--- src/rtl/bus_rate_seq_pkg.sv ---
package bus_rate_seq_pkg;

    localparam int MHZ_W     = 12;
    localparam int NUM_RATES = 4;
    localparam int IDX_W     = $clog2(NUM_RATES);

    typedef enum logic [2:0] {
        ST_IDLE,
        ST_PLL_PRE,
        ST_DIV_WR,
        ST_PLL_POST,
        ST_FINISH
    } seq_state_t;

    // Supported bus rate for a table index: 200 MHz steps.
    function automatic logic [MHZ_W-1:0] rate_of(input int idx);
        return MHZ_W'(200 * (idx + 1));
    endfunction

    // PLL rate that goes with a table index.
    function automatic logic [MHZ_W-1:0] pll_of(input int idx);
        return (idx == 2) ? MHZ_W'(600) : MHZ_W'(800);
    endfunction

    // Divisor for divider slot 'slot' at rate index 'idx'.
    // Packed row holds index 0 in the top byte.
    function automatic logic [7:0] div_for(input int slot, input logic [IDX_W-1:0] idx);
        logic [31:0] row;
        case (slot)
            0, 8, 10, 13: row = {8'd4,  8'd4,  8'd3,  8'd4};
            1:            row = {8'd4,  8'd2,  8'd1,  8'd1};
            6:            row = {8'd1,  8'd1,  8'd1,  8'd1};
            11:           row = {8'd8,  8'd8,  8'd6,  8'd8};
            12, 14:       row = {8'd24, 8'd24, 8'd18, 8'd24};
            15:           row = {8'd16, 8'd16, 8'd12, 8'd16};
            default:      row = {8'd2,  8'd2,  8'd2,  8'd2};
        endcase
        return row[8*(3 - int'(idx)) +: 8];
    endfunction

endpackage

--- src/rtl/brs_rate_lookup.sv ---
module brs_rate_lookup
    import bus_rate_seq_pkg::*;
(
    input  logic [MHZ_W-1:0] rate_mhz,
    output logic             hit,
    output logic [IDX_W-1:0] idx,
    output logic [MHZ_W-1:0] pll_mhz
);

    always_comb begin
        hit     = 1'b0;
        idx     = '0;
        pll_mhz = '0;
        for (int i = 0; i < NUM_RATES; i++) begin
            if (!hit && rate_mhz == rate_of(i)) begin
                hit     = 1'b1;
                idx     = IDX_W'(i);
                pll_mhz = pll_of(i);
            end
        end
    end

endmodule

--- src/rtl/brs_div_writer.sv ---
module brs_div_writer
    import bus_rate_seq_pkg::*;
#(
    parameter int NUM_DIV   = 16,
    parameter int ADDR_W    = 12,
    parameter int DIV_W     = 8,
    parameter int BASE_ADDR = 'h180,
    parameter int ADDR_STEP = 'h10
) (
    input  logic              clk,
    input  logic              rst_n,
    input  logic              start,
    input  logic [IDX_W-1:0]  idx,
    output logic              wr_valid,
    input  logic              wr_ready,
    output logic [ADDR_W-1:0] wr_addr,
    output logic [DIV_W-1:0]  wr_data,
    output logic              finished
);

    localparam int CNT_W = $clog2(NUM_DIV);

    logic             active_q;
    logic [CNT_W-1:0] cnt_q;
    logic [IDX_W-1:0] idx_q;
    logic             last;
    logic             fire;

    assign last     = (cnt_q == CNT_W'(NUM_DIV - 1));
    assign fire     = active_q && wr_ready;
    assign finished = fire && last;
    assign wr_valid = active_q;
    assign wr_addr  = ADDR_W'(BASE_ADDR + int'(cnt_q) * ADDR_STEP);
    assign wr_data  = DIV_W'(div_for(int'(cnt_q), idx_q));

    always_ff @(posedge clk or negedge rst_n) begin
        if (!rst_n) begin
            active_q <= 1'b0;
            cnt_q    <= '0;
            idx_q    <= '0;
        end else if (start) begin
            active_q <= 1'b1;
            cnt_q    <= '0;
            idx_q    <= idx;
        end else if (fire) begin
            cnt_q <= cnt_q + 1'b1;
            if (last) active_q <= 1'b0;
        end
    end

    // a stalled write holds its contents
    a_r7_stall_hold: assert property (@(posedge clk) disable iff (!rst_n)
        (wr_valid && !wr_ready) |=> (wr_valid && $stable(wr_addr) && $stable(wr_data)));

    // a burst opens at the base address
    a_r5_first_addr: assert property (@(posedge clk) disable iff (!rst_n)
        $rose(wr_valid) |-> (wr_addr == ADDR_W'(BASE_ADDR)));

    // each accepted write moves one step up
    a_r5_addr_step: assert property (@(posedge clk) disable iff (!rst_n)
        (wr_valid && wr_ready && wr_addr != ADDR_W'(BASE_ADDR + (NUM_DIV - 1) * ADDR_STEP))
        |=> (wr_valid && wr_addr == $past(wr_addr) + ADDR_W'(ADDR_STEP)));

endmodule

--- src/rtl/bus_rate_seq.sv ---
module bus_rate_seq
    import bus_rate_seq_pkg::*;
#(
    parameter int NUM_DIV   = 16,
    parameter int ADDR_W    = 12,
    parameter int DIV_W     = 8,
    parameter int RES_W     = 2,
    parameter int BASE_ADDR = 'h180,
    parameter int ADDR_STEP = 'h10
) (
    input  logic              clk,
    input  logic              rst_n,
    input  logic              req_valid,
    output logic              req_ready,
    input  logic [MHZ_W-1:0]  req_rate_mhz,
    input  logic [MHZ_W-1:0]  cur_pll_mhz,
    output logic              pll_req,
    output logic [MHZ_W-1:0]  pll_target_mhz,
    input  logic              pll_ack,
    input  logic [RES_W-1:0]  pll_result,
    output logic              wr_valid,
    input  logic              wr_ready,
    output logic [ADDR_W-1:0] wr_addr,
    output logic [DIV_W-1:0]  wr_data,
    output logic              done,
    output logic              rejected,
    output logic [RES_W-1:0]  result
);

    seq_state_t       state_q, state_d;
    logic             hit;
    logic [IDX_W-1:0] lk_idx;
    logic [MHZ_W-1:0] lk_pll;
    logic             accept;
    logic             pll_lower;
    logic             wr_start;
    logic             wr_finished;
    logic             pll_first_q;
    logic             rej_q;
    logic [RES_W-1:0] res_q;
    logic [MHZ_W-1:0] tgt_q;
    logic [IDX_W-1:0] idx_q;

    brs_rate_lookup u_lookup (
        .rate_mhz (req_rate_mhz),
        .hit      (hit),
        .idx      (lk_idx),
        .pll_mhz  (lk_pll)
    );

    assign accept    = req_valid && (state_q == ST_IDLE);
    assign pll_lower = lk_pll < cur_pll_mhz;
    assign wr_start  = (accept && hit && !pll_lower)
                    || (state_q == ST_PLL_PRE && pll_ack);

    brs_div_writer #(
        .NUM_DIV   (NUM_DIV),
        .ADDR_W    (ADDR_W),
        .DIV_W     (DIV_W),
        .BASE_ADDR (BASE_ADDR),
        .ADDR_STEP (ADDR_STEP)
    ) u_writer (
        .clk      (clk),
        .rst_n    (rst_n),
        .start    (wr_start),
        .idx      ((state_q == ST_IDLE) ? lk_idx : idx_q),
        .wr_valid (wr_valid),
        .wr_ready (wr_ready),
        .wr_addr  (wr_addr),
        .wr_data  (wr_data),
        .finished (wr_finished)
    );

    // State register
    always_ff @(posedge clk or negedge rst_n) begin
        if (!rst_n) state_q <= ST_IDLE;
        else        state_q <= state_d;
    end

    // Next-state logic
    always_comb begin
        state_d = state_q;
        unique case (state_q)
            ST_IDLE: begin
                if (accept) begin
                    if (!hit)           state_d = ST_FINISH;
                    else if (pll_lower) state_d = ST_PLL_PRE;
                    else                state_d = ST_DIV_WR;
                end
            end
            ST_PLL_PRE:  if (pll_ack) state_d = ST_DIV_WR;
            ST_DIV_WR:   if (wr_finished) state_d = pll_first_q ? ST_FINISH : ST_PLL_POST;
            ST_PLL_POST: if (pll_ack) state_d = ST_FINISH;
            ST_FINISH:   state_d = ST_IDLE;
            default:     state_d = ST_IDLE;
        endcase
    end

    // Per-request context
    always_ff @(posedge clk or negedge rst_n) begin
        if (!rst_n) begin
            pll_first_q <= 1'b0;
            rej_q       <= 1'b0;
            res_q       <= '0;
            tgt_q       <= '0;
            idx_q       <= '0;
        end else begin
            if (accept) begin
                pll_first_q <= pll_lower;
                rej_q       <= !hit;
                res_q       <= '0;
                tgt_q       <= lk_pll;
                idx_q       <= lk_idx;
            end
            if ((state_q == ST_PLL_PRE || state_q == ST_PLL_POST) && pll_ack)
                res_q <= pll_result;
        end
    end

    // Output decode
    always_comb begin
        req_ready = 1'b0;
        pll_req   = 1'b0;
        done      = 1'b0;
        unique case (state_q)
            ST_IDLE:     req_ready = 1'b1;
            ST_PLL_PRE:  pll_req   = 1'b1;
            ST_DIV_WR:   ;
            ST_PLL_POST: pll_req   = 1'b1;
            ST_FINISH:   done      = 1'b1;
            default:     ;
        endcase
    end

    assign pll_target_mhz = tgt_q;
    assign rejected       = done && rej_q;
    assign result         = done ? res_q : '0;

    // unsupported rate ends at once with the rejection flag
    a_r1_reject_now: assert property (@(posedge clk) disable iff (!rst_n)
        (accept && !hit) |=> (done && rejected && !wr_valid && !pll_req));

    // write port and PLL request never overlap
    a_r4_no_overlap: assert property (@(posedge clk) disable iff (!rst_n)
        pll_req |-> !wr_valid);

    // PLL request held with stable target until acknowledged
    a_r8_pll_hold: assert property (@(posedge clk) disable iff (!rst_n)
        (pll_req && !pll_ack) |=> (pll_req && $stable(pll_target_mhz)));

    // done is a single-cycle pulse
    a_r9_done_pulse: assert property (@(posedge clk) disable iff (!rst_n)
        done |=> !done);

    // not ready while busy
    a_r9_busy: assert property (@(posedge clk) disable iff (!rst_n)
        (wr_valid || pll_req || done) |-> !req_ready);

endmodule

--- config.mk ---
export PLATFORM = sky130hd
export DESIGN_NAME = bus_rate_seq
export DESIGN_NICKNAME = d
export VERILOG_FILES = /design/src/rtl/bus_rate_seq_pkg.sv /design/src/rtl/brs_rate_lookup.sv /design/src/rtl/brs_div_writer.sv /design/src/rtl/bus_rate_seq.sv
export SDC_FILE = /design/constraint.sdc
export NUM_CORES = 1
export LEC_CHECK = 0
export ABC_AREA = 1
export BUFFER_PORTS_ARGS = -buffer_cell sky130_fd_sc_hd__buf_2
export CAP_MARGIN = 20
export CORE_UTILIZATION = 54
export DETAILED_ROUTE_END_ITERATION = 10
export HOLD_SLACK_MARGIN = 0.1
export PLACE_DENSITY_LB_ADDON = 0.3
export SLEW_MARGIN = 0
export SYNTH_ARGS = -nofsm -noshare
export SYNTH_HDL_FRONTEND = slang
export SYNTH_SLANG_ARGS = --single-unit
--- constraint.sdc ---
create_clock -name clk -period 2.15 [get_ports clk]
set_clock_uncertainty 0.15 [all_clocks]
set_input_delay 0.1075 -clock clk [delete_from_list [all_inputs] [get_ports clk]]
set_output_delay 0.1075 -clock clk [all_outputs]
set_load 0.02 [all_outputs]
# [Word level (Yosys, flattened, before mapping)]
# Memories as Yosys holds them, arrays and structs flattened.
# Index checks and enable logic that the tools add are counted.
[word_totals] regBits=28 mem_bits_ro=320 in_bits=31 memories=1
[mem_list] name="(name not given)" words=16 word_bits=20 read_ports=1 rd_clocked_by_memory_dff=0 wr=0 line_no="bus_rate_seq_pkg.sv:29" source="case (slot)"
[classes] add_sub_neg=3 magnitude_cmp=1 eq_ne=13 n_shift=1 muxes=31 reduce_logical=25
[ops] cell="two-way mux 10 bit" count=4
[ops] cell="variable part select 32 x 32 -> 8 bit" count=1
[ops] cell="== test 12 x 10 -> 1 bit, second input constant" count=2
[ops] cell="two-way mux 3 bit" count=6
[ops] cell="two-way mux 2 bit" count=7
[ops] cell="== test 12 x 8 -> 1 bit, second input constant" count=1
[ops] cell="== test 12 x 9 -> 1 bit, second input constant" count=1
[ops] cell="< comparator 12 bit" count=1
[ops] cell="one-hot mux 3 bit (4 select lines)" count=1
[ops] cell="logical AND 1 bit" count=11
[ops] cell="two-way mux 1 bit" count=11
[ops] cell="adder 9 x 8 -> 10 bit, first input constant" count=1
[ops] cell="two-way mux 4 bit" count=2
[ops] cell="== test 3 x 2 -> 1 bit, second input constant" count=2
[ops] cell="!= test 2 bit, second input constant" count=3
[ops] cell="nonzero test 2 bit" count=3
[ops] cell="logical NOT 1 bit" count=5
[ops] cell="adder 4 x 1 -> 4 bit, second input constant" count=1
[ops] cell="== test 4 bit, second input constant" count=1
[ops] cell="AND reduction 4 bit" count=1
[ops] cell="== test 3 x 1 -> 1 bit, second input constant" count=1
[ops] cell="== test 3 bit, second input constant" count=1
[ops] cell="logical NOT 3 bit" count=1
[ops] cell="subtractor 2 x 2 -> 3 bit, first input constant" count=1
[ops] cell="4 further kinds" count=5

# [Logic depth before layout (Yosys ltp)]
[logic_depth] ltp_word=17 mapped_depth=17 mapped_depth_nobuf=17

# [Hierarchy]
# A second synthesis with hierarchy kept.
[unflattened] cells_unflattened=310 area_unflattened_um2=2323.5
[by_module_without_submodules] mod="bus_rate_seq" n_inst=1 cells_each=157 area_per_inst_um2=1326.3
[by_module_without_submodules] mod="brs_div_writer" n_inst=1 cells_each=99 area_per_inst_um2=691.9
[by_module_without_submodules] mod="brs_rate_lookup" n_inst=1 cells_each=54 area_per_inst_um2=305.3

# [Worst setup path before layout]
# Ideal clock, no wire load.
[synth_timing] path_kind="input to register" start="input port req_rate_mhz[10]" end="register u_writer.idx_q[0]" setup_ns=0.117 t_arrival_ns=1.589 t_required_ns=1.883 slack_ns=0.294 stages=16 path_buffers=0 cell_sequence="inv_1 -> nand2_2 -> nor2_1 -> nand3_1 -> nand3_1 -> ha_1 -> nand2_1 -> nand2_1 -> nand2_1 -> nand2_1 -> nand2_1 -> nand3_1 -> nand3_4 -> nand2_4 -> nand2_1 -> nand2_1"
[synth_via] elab_chain_len=15 word_cells_on_any_way=27
[synth_rtl] element="start, declared" line_no="bus_rate_seq.sv:15" source="input logic [MHZ_W-1:0] req_rate_mhz,"
[synth_rtl] element="== test 12 x 8 -> 1 bit" line_no="brs_rate_lookup.sv:15" source="if (!hit && rate_mhz == rate_of(i)) begin"
[synth_rtl] element="two-way mux 1 bit" line_no="brs_rate_lookup.sv:15"
[synth_rtl] element="logical NOT 1 bit" line_no="brs_rate_lookup.sv:15"
[synth_rtl] element="logical AND 1 bit" line_no="brs_rate_lookup.sv:15"
[synth_rtl] element="two-way mux 1 bit" line_no="brs_rate_lookup.sv:15"
[synth_rtl] element="logical NOT 1 bit" line_no="brs_rate_lookup.sv:15"
[synth_rtl] element="logical AND 1 bit" line_no="brs_rate_lookup.sv:15"
[synth_rtl] element="two-way mux 1 bit" line_no="brs_rate_lookup.sv:15"
[synth_rtl] element="logical NOT 1 bit" line_no="brs_rate_lookup.sv:15"
[synth_rtl] element="logical AND 1 bit" line_no="brs_rate_lookup.sv:15"
[synth_rtl] element="two-way mux 10 bit *" line_no="brs_rate_lookup.sv:15"
[synth_rtl] element="net lk_pll[5]" line_no="bus_rate_seq.sv:33" source="logic [MHZ_W-1:0] lk_pll;"
[synth_rtl] element="< comparator 12 bit *" line_no="bus_rate_seq.sv:52" source="assign pll_lower = lk_pll < cur_pll_mhz;"
[synth_rtl] element="logical NOT 1 bit *" line_no="bus_rate_seq.sv:53" source="assign wr_start = (accept && hit && !pll_lower)"
[synth_rtl] element="logical AND 1 bit *" line_no="bus_rate_seq.sv:53"
[synth_rtl] element="logical OR 1 bit *" line_no="bus_rate_seq.sv:54" source="|| (state_q == ST_PLL_PRE && pll_ack);"
[synth_rtl] element="end signal, assigned" line_no="brs_div_writer.sv:44" source="idx_q <= idx;"
[synth_rtl] element="end, declared" line_no="brs_div_writer.sv:25" source="logic [IDX_W-1:0] idx_q;"
# Mark *: on every way through the listed nets, which the timed path passes. The rest lies on a longest branch.
# A chain may end at the register's enable or synchronous reset.

# [Worst setup path after layout]
[layout_timing] start="register u_writer.cnt_q[1]" end="output port wr_data[2]"
[layout_via] elab_chain_len=2
[layout_rtl] element="start, declared" line_no="brs_div_writer.sv:24" source="logic [CNT_W-1:0] cnt_q;"
[layout_rtl] element="start signal, assigned" line_no="brs_div_writer.sv:46" source="cnt_q <= cnt_q + 1'b1;"
[layout_rtl] element="memory read (16 x 20 bit)"
[layout_rtl] element="variable part select 32 x 32 -> 8 bit" line_no="bus_rate_seq_pkg.sv:38" source="return row[8*(3 - int'(idx)) +: 8];"
[layout_rtl] element="end, declared" line_no="bus_rate_seq.sv:24" source="output logic [DIV_W-1:0] wr_data,"
# No other way between the ends.

==> results.tsv <==
metric	value	unit
worst_r2r_path_depth	5	
cp.required	1.89	ns
dr.pass1.iters	5	
die_area	3730	µm²
timing.final.crit_period	2.04	ns
maxCapViolCount	0	
synth_mux_area_share	0	%
start_util	56.4	%
drt_wl_total	4170	µm
first_iter_violations	104	
drive_above_1_share	25.9	%
grt_start_max_net_pins	20	
post-route-util	71.0	%
die_height	61.1	µm
timing.fmax	490	MHz
crit_path_max_fanout	5	
busiest_layer	met2	
synth.distinct_cells	30	
syn_to_final_growth	25.8	%
overflow	0	
core	3340	µm²
synthCells	288	
rrSetupSlack	0.28	ns
powerDensity	769	nW/µm²
critical_path_class	reg2out	
fin_crit_sh	95.0	%
hold_slack	0.130	ns
clkLatencyLatePin	0.29	ns
synthAdderAreaFrac	9.97	%
drc_errors	0	
numCtsBuffers	3	
h-tree-depth	1	
nNetsFinal	402	
irDropWorstVdd	0.796	mV
synth_compound_area_share	9.04	%
grtUsageTotal	23.3	%
cp-end-kind	primary output	
grt_util_met1	30.5	%
vias	1967	
antenna_found_initial	0	
hpwl	3140	µm
synth_top_family_by_area	simple AND/OR/NAND/NOR gates	
ys_seq_area_share	25.2	%
globalplace.congestion	0.893	
root_buffer	clkbuf_4	
p_leak	0.00133	µW
grtUsageMet2	38.7	%
yosys_warnings	0	
cts_max_path_buffers	2	
cts_tree	done	
critPathLaunchType	flop	
antenna_cells	0	
ios	70	
grt_pass1_vias	1657	
ys_seq_elements	19	
r2r_start	state_q[0]	
setup_viol	0	
yosys.area_share.xor_xnor	0.930	%
slew_viol_final	0	
ant_nets	0	
hold_class	in2async	
status	completed	
clock_sinks	19	
routedWlPerCell	10.4	µm
use_met3	5.04	%
synthSimpleGateAreaFrac	36.4	%
rr_endpoint	res_q[0]	
vias_per_cell	4.91	
synth_area_per_cell	6.54	µm²
arrival	1.78	ns
chipWidth	61.1	µm
clk_pin_slew	0.10	ns
grt_pass1_wl	6590	µm
finalHoldViolations	0	
row_count	21	
port-buffer-count	54	
syn-cell-area	1880	µm²
synth_stat cells (all sizes together):
master	count	area (µm²)
dfrtp	19	475
o21ai	17	85.1
o32ai	1	8.76
nor2	48	201
nand4	7	50.1
nand3b	1	7.51
inv	50	190
nand2	64	253
nand3	25	138
conb	1	3.75
a21oi	7	35.0
o211ai	2	20.0
ha	15	188
o21a	2	15.0
o22ai	1	6.26
xor2	2	17.5
buf	21	153
nor3	5	36.3
per-stage QoR:
step | power (µW) | setup slack, ns | setup TNS [ns] | instance area [µm²] | cells
floorplan | 1160 | 0.294 | 0 | 1940 | 302
global placement | 1400 | 0.0489 | 0 | 2140 | 385
detailed placement | 1420 | -0.0451 | -0.108 | 2140 | 385
CTS | 1610 | 0.00608 | 0 | 2250 | 397
global route | 1980 | -0.0149 | -0.0179 | 2370 | 401
finish | 1820 | 0.108 | 0 | 2370 | 401
worst max path at each step:
stage                       from  slack [ns]                 to  depth (start not counted)
2_1_floorplan   req_rate_mhz[10]        0.29  u_writer.idx_q[0]                         16
3_3_place_gp     req_rate_mhz[5]        0.05  u_writer.idx_q[0]                         17
3_5_place_dp     req_rate_mhz[5]       -0.05  u_writer.idx_q[1]                         17
4_1_cts        u_writer.cnt_q[0]       0.006         wr_data[0]                          9
5_1_grt        u_writer.cnt_q[1]       -0.01         wr_data[2]                          9
6_report       u_writer.cnt_q[1]        0.11         wr_data[2]                          9
kinds of logic after synthesis:
group / Yosys count
compound gates: 30
xor+xnor: 2
fa+ha+maj: 15
buf+inv: 71
flops: 19
other cells: 1
simple gates: 150
critical path: stages, from the launching register on:
cell,delay [ns]
dfrtp_2,0.47
buf_6,0.15
ha_4,0.16
nor2_4,0.08
nand2_1,0.07
nand3_2,0.11
a21oi_2,0.07
a21oi_1,0.15
o21ai_1,0.07
buf_4,0.15
power by group:
group / total, µW / leakage [µW] / switching (µW) / internal [µW]
Sequential: 519 / 0.000247 / 103 / 416
Combinational: 1130 / 0.00107 / 691 / 438
Clock: 174 / 0.0000150 / 102 / 72.2
Total: 1820 / 0.00133 / 896 / 927
flip-flops by register name (all words and copies together), names as in the netlist:
register	flops
u_writer.cnt_q	4
pll_target_mhz	3
state_q	3
idx_q	2
res_q	2
u_writer.idx_q	2
pll_first_q	1
rej_q	1
u_writer.wr_valid	1
cell usage in the layout (no fill, tap or decap), types with 2 or more instances in the layout:
cell	instances
a21oi_1	6
buf_2	53
buf_4	8
clkbuf_4	3
conb_1	15
dfrtp_1	17
dfrtp_2	2
dlygate4sd3_1	8
ha_1	11
ha_4	4
inv_1	45
inv_2	2
inv_4	3
nand2_1	60
nand2_2	3
nand3_1	23
nand4_1	6
nor2_1	44
nor2_2	2
nor3_1	4
o21a_1	2
o21ai_0	13
o21ai_1	3
xor2_1	2
layout make-up:
class,instances,area (µm²)
inverters,50,195
flip-flops and latches,19,478
well taps,46,57.6
repair buffers,70,417
multi-input cells,212,1200
clock buffers,4,26.3
fillers,281,967
metal layers:
layer,vias up,share of wire (%)
li1,1008,-
met3,8,5.8
met4,0,1.3
met2,79,48
met1,872,45
met5,-,0
repair_timing:
item	CTS	global route
resized for setup	1	25
pin swaps	0	4
hold endpoints to repair	27	0
endpoints found under the setup margin	2	2
setup buffers	0	4
cloned	0	0
hold buffers	8	0
Power figures use the tool's default switching activity.
